$ cat config.mk
export PLATFORM = sky130hd
export DESIGN_NAME = led_serial_streamer
export DESIGN_NICKNAME = d
export VERILOG_FILES = /design/src/rtl/led_serial_streamer.sv
export SDC_FILE = /design/constraint.sdc
export NUM_CORES = 1
export LEC_CHECK = 0
export ABC_AREA = 1
export CAP_MARGIN = 20
export CELL_PAD_IN_SITES_DETAIL_PLACEMENT = 1
export CELL_PAD_IN_SITES_GLOBAL_PLACEMENT = 1
export CORE_AREA = 5 5 115 117
export DETAILED_ROUTE_END_ITERATION = 8
export DIE_AREA = 0 0 120 122
export DONT_BUFFER_PORTS = 1
export PLACE_DENSITY_LB_ADDON = 0.08
export SLEW_MARGIN = 0
export SYNTH_ARGS = -nofsm -noshare
export SYNTH_HDL_FRONTEND = slang
export SYNTH_SLANG_ARGS = --single-unit
$ cat constraint.sdc
create_clock -name clk -period 2.3 [get_ports clk]
set_input_delay 0.575 -clock clk [delete_from_list [all_inputs] [get_ports clk]]
set_output_delay 0.575 -clock clk [all_outputs]
set_load 0.01 [all_outputs]
$ cat src/rtl/led_serial_streamer.sv
module led_serial_streamer #(
  parameter int PORTS = 8,
  parameter logic [PORTS-1:0] UNUSED_SLOTS = '0,
  parameter int CLK_HZ = 125_000_000,
  parameter int LEDCLK_HZ = 1_000_000,
  parameter int STRETCH0_MS = 30,
  parameter int STRETCH1_MS = 60,
  parameter int STRETCH2_MS = 100,
  parameter int STRETCH3_MS = 0
) (
  input  logic             clk,
  input  logic             rst_n,
  input  logic [PORTS-1:0] port_link,
  input  logic [PORTS-1:0] port_act,
  input  logic [PORTS-1:0] port_pol,
  input  logic [PORTS-1:0] port_dup,
  input  logic [1:0]       stretch_sel,
  output logic             led_clk,
  output logic             led_latch,
  output logic [2:0]       led_data
);
  localparam int HALF_DIV  = CLK_HZ / (2 * LEDCLK_HZ);
  localparam int MS_CYCLES = CLK_HZ / 1000;
  localparam int DW = $clog2(HALF_DIV + 1);
  localparam int MW = $clog2(MS_CYCLES + 1);
  localparam int SW = $clog2(PORTS + 1);
  localparam int M01 = (STRETCH0_MS > STRETCH1_MS) ? STRETCH0_MS : STRETCH1_MS;
  localparam int M23 = (STRETCH2_MS > STRETCH3_MS) ? STRETCH2_MS : STRETCH3_MS;
  localparam int IMAX = (M01 > M23) ? M01 : M23;
  localparam int IW = $clog2(IMAX + 2);

  logic [DW-1:0]    div_q;
  logic             clk_q;
  logic [SW-1:0]    slot_q;
  logic [PORTS-1:0] snap_act, snap_pol, snap_dup;
  logic [MW-1:0]    ms_q;
  logic [IW-1:0]    iv_q, limit;
  logic [PORTS-1:0] cur_q, prev_q;
  logic             phase_q;

  wire half_end   = (div_q == DW'(HALF_DIV - 1));
  wire period_end = half_end & clk_q;
  wire last_slot  = (slot_q == SW'(PORTS));
  wire frame_end  = period_end & last_slot;
  wire ms_tick    = (ms_q == MW'(MS_CYCLES - 1));

  always_comb begin
    case (stretch_sel)
      2'd0:    limit = IW'(STRETCH0_MS);
      2'd1:    limit = IW'(STRETCH1_MS);
      2'd2:    limit = IW'(STRETCH2_MS);
      default: limit = IW'(STRETCH3_MS);
    endcase
  end

  wire no_stretch = (limit == '0);
  wire iv_tick = ms_tick & ~no_stretch & (({1'b0, iv_q} + 1'b1) >= {1'b0, limit});
  wire [PORTS-1:0] busy = cur_q | prev_q | port_act;
  wire [PORTS-1:0] act_view = no_stretch ? (port_link & ~port_act)
                                         : (port_link & (~busy | {PORTS{phase_q}}));

  always_ff @(posedge clk or negedge rst_n) begin
    if (!rst_n) begin
      div_q    <= '0;
      clk_q    <= 1'b0;
      slot_q   <= '0;
      snap_act <= '0;
      snap_pol <= '0;
      snap_dup <= '0;
    end else begin
      div_q <= half_end ? '0 : div_q + 1'b1;
      if (half_end) clk_q <= ~clk_q;
      if (period_end) slot_q <= last_slot ? '0 : slot_q + 1'b1;
      if (frame_end) begin
        snap_act <= act_view & ~UNUSED_SLOTS;
        snap_pol <= port_pol & ~UNUSED_SLOTS;
        snap_dup <= port_dup & ~UNUSED_SLOTS;
      end
    end
  end

  always_ff @(posedge clk or negedge rst_n) begin
    if (!rst_n) begin
      ms_q    <= '0;
      iv_q    <= '0;
      cur_q   <= '0;
      prev_q  <= '0;
      phase_q <= 1'b0;
    end else begin
      ms_q <= ms_tick ? '0 : ms_q + 1'b1;
      if (ms_tick) iv_q <= (iv_tick | no_stretch) ? '0 : iv_q + 1'b1;
      if (iv_tick) begin
        prev_q  <= cur_q | port_act;
        cur_q   <= '0;
        phase_q <= ~phase_q;
      end else begin
        cur_q <= cur_q | port_act;
      end
    end
  end

  assign led_clk   = clk_q;
  assign led_latch = last_slot;
  assign led_data[0] = ~last_slot & snap_act[0 +: PORTS] >> slot_q != '0 ? ((snap_act >> slot_q) & PORTS'(1)) != '0 : 1'b0;
  assign led_data[1] = ~last_slot & (((snap_pol >> slot_q) & PORTS'(1)) != '0);
  assign led_data[2] = ~last_slot & (((snap_dup >> slot_q) & PORTS'(1)) != '0);
endmodule


==> flow_summary.ini <==
[global_route]
grt_max_degree = 77
grt_usage = 0.144
overflow = 0
grt_pass1_wl_um = 17000
antenna_found_initial = 0
grt_pass1_vias = 3447

[route]
drt-total-wl_um = 9980
firstDrtPassIters = 4
drtAntennaViolNets = 0
via_count = 3342
routedWlPerCell_um = 14.3
via_per_inst = 4.77
drc = 0
drtIter0Drc = 109

[cells_and_area]
syn2layout_area_growth_pct = 13.9
drive_above_1_share = 0.107
fin_area_um2 = 4700
insertedDiodeCount = 0
layout_common_cells = nand2_1 (147), dfrtp_1 (76), nor2_1 (68), inv_1 (60), nand3_1 (32)
layout_commonest_cell = nand2_1
fin_nets = 599

[worst_setup_path]
rr_startpoint = iv_q[0]
ff2ff_path_depth = 14
reg2reg_slack_ps = 190
endpoint_kind = output port
cp_max_fo = 8
cp-start-kind = flip-flop
critPathRequiredTime_ps = 1730
r2r-end = prev_q[1]
criticalPathCategory = flip-flop to output port
cp.arrival_ps = 1610

[run_status]
status = complete, but fails checks
violations = hold timing

[cts]
cts_sinks = 76
cts_root_buf = clkbuf_16
cts_tree = built
clkTransAtPathRegs_ps = 60
cts.htree.levels = 3
numCtsBuffers = 9
worstSkewPairLatency_ps = 340
cts_buffer_depth = 2

[pwr]
combPwrFrac = 0.014
leakage_nw = 2.32
power_density_nw_per_um2 = 606
p_sw_uw = 594
internal_power_mw = 2.26
p_clk_frac = 0.516
seqPwrFrac = 0.470
switching_share = 0.208
vdd_drop_max_mv = 0.294

[timing]
holdWs_ps = -63.6
relSlewSlack = 0.629
period_share = 0.950
period_minus_slack_ps = 2190
worstMarginPinSlew_ps = 556
rsz0062_at_grt = true
fmax_mhz = 457
hold_viol = 76
clock_skew_ps = 9.19
setup_viol = 0
final_max_slew_viol_count = 0
setup-tns-final_ps = 0

[logic_synthesis]
yosysWarnings = 0
synth-async-reset-ratio = 1.00
yosysSeqAreaShare = 0.461
ys_ff_latch = 76
syn-num-nets = 586
ys.flop_type = dfrtp_1
netlist_instances = 532
syn-cell-area_um2 = 4130
synth_edf_count = 0
postSynthAreaPerCell_um2 = 7.75
synth.distinct_cells = 33

[placement]
placed_area_um2 = 4300
portBuffers = 0
place_congestion = 0.778
dp_hpwl_um = 7250

[die]
die_h_um = 122
ios = 41
core-area_um2 = 12300
die_x_um = 120
dieArea_um2 = 14600
start_util = 0.336
rows = 41

[run]
max_cap_viol_count = 0

[hold_path]
hold_path.class = input port to async pin
-- cells in the mapped netlist (2+ instances only) --
master | number | area (µm²)
buf_4 | 3 | 22.5
nor3_1 | 4 | 20.0
o21a_1 | 4 | 30.0
xor2_1 | 10 | 87.6
inv_2 | 3 | 11.3
xnor2_1 | 2 | 17.5
nor2_4 | 2 | 22.5
nand2_2 | 4 | 25.0
nand2_1 | 150 | 563
o21ai_1 | 7 | 35.0
nor2_2 | 2 | 12.5
clkinv_1 | 2 | 7.51
a21oi_1 | 20 | 100
inv_1 | 63 | 236
buf_6 | 4 | 45.0
nand3b_1 | 2 | 15.0
o22ai_1 | 2 | 12.5
nand4_1 | 7 | 43.8
nand3_1 | 32 | 160
o21bai_1 | 6 | 45.0
o21ai_0 | 24 | 120
ha_1 | 18 | 225
dfrtp_1 | 76 | 1900
nor2_1 | 71 | 267
buf_2 | 4 | 20.0
clkbuf_1 | 3 | 11.3
-- critical path, cell delays in order (launching register included) --
cell	delay [ps]
dfrtp_1	460
inv_1	200
ha_1	180
nand3_1	230
inv_1	210
-- how the worst max path moves through the flow --
stage / to / start / cells past startpoint
5_1_grt: prev_q[1] / iv_q[0] / 15
3_5_place_dp: prev_q[7] / stretch_sel[0] / 11
4_1_cts: led_data[2] / slot_q[0] / 6
3_3_place_gp: prev_q[6] / stretch_sel[0] / 11
2_1_floorplan: prev_q[6] / stretch_sel[0] / 11
6_report: led_latch / slot_q[1] / 4
-- metrics by stage --
step	power, mW	setup WS, ps	cells	util	hold slack (ps)
6_report	2.85	114	700	0.383	-63.6
3_5_place_dp	1.40	115	679	0.350	285
5_1_grt	2.96	-29.1	700	0.383	-82.5
2_1_floorplan	1.40	267	532	-	279
3_3_place_gp	1.40	143	679	0.350	285
4_1_cts	2.90	57.3	695	0.376	-84.0
-- final cells by class --
type / instances / area [µm²]
clock buffers: 11 / 253
clock inverters: 5 / 60.1
fillers: 1498 / 7560
inverters: 68 / 255
multi-input cells: 374 / 1910
flip-flops and latches: 76 / 1900
well taps: 150 / 188
repair buffers: 16 / 131
-- repair_timing --
item                                    4_1_cts  5_1_grt
hold endpoints to repair                     76       76
resized for setup                             0       17
buffers inserted                              0        5
endpoints found under the setup margin        0       19
-- flip-flops by register name (all words and copies together) (netlist names), 4 cells and up --
name,flops
div_q,6
snap_dup,8
snap_act,8
iv_q,7
cur_q,8
slot_q,4
ms_q,17
prev_q,8
snap_pol,8
-- logic make-up after synthesis --
logic type / after synthesis / share of synthesized area
AND/OR/NAND/NOR: 279 / 0.287
XOR/XNOR: 12 / 0.0255
buffers and inverters: 82 / 0.0858
AO/OA/AOI/OAI: 65 / 0.0864
flip-flops: 76 / 0.461
adder cells (fa/ha/maj): 18 / 0.0546
-- layer usage --
metal | GRT usage | wire (µm)
met5 | 0 | 0
met3 | 0.0279 | 304
met1 | 0.192 | 4790
met4 | 0.0558 | 159
met2 | 0.231 | 4720
-- power by group through the flow --
| stage | combinational, mW | clock [mW] | sequential, mW |
|---|---|---|---|
| 5_1_grt | 0.0464 | 1.57 | 1.34 |
| 3_5_place_dp | 0.0402 | 0 | 1.36 |
| 2_1_floorplan | 0.0304 | 0 | 1.36 |
| 3_3_place_gp | 0.0393 | 0 | 1.36 |
| 4_1_cts | 0.0406 | 1.52 | 1.34 |
| 6_report | 0.0396 | 1.47 | 1.34 |
Power figures use the tool's default switching activity.
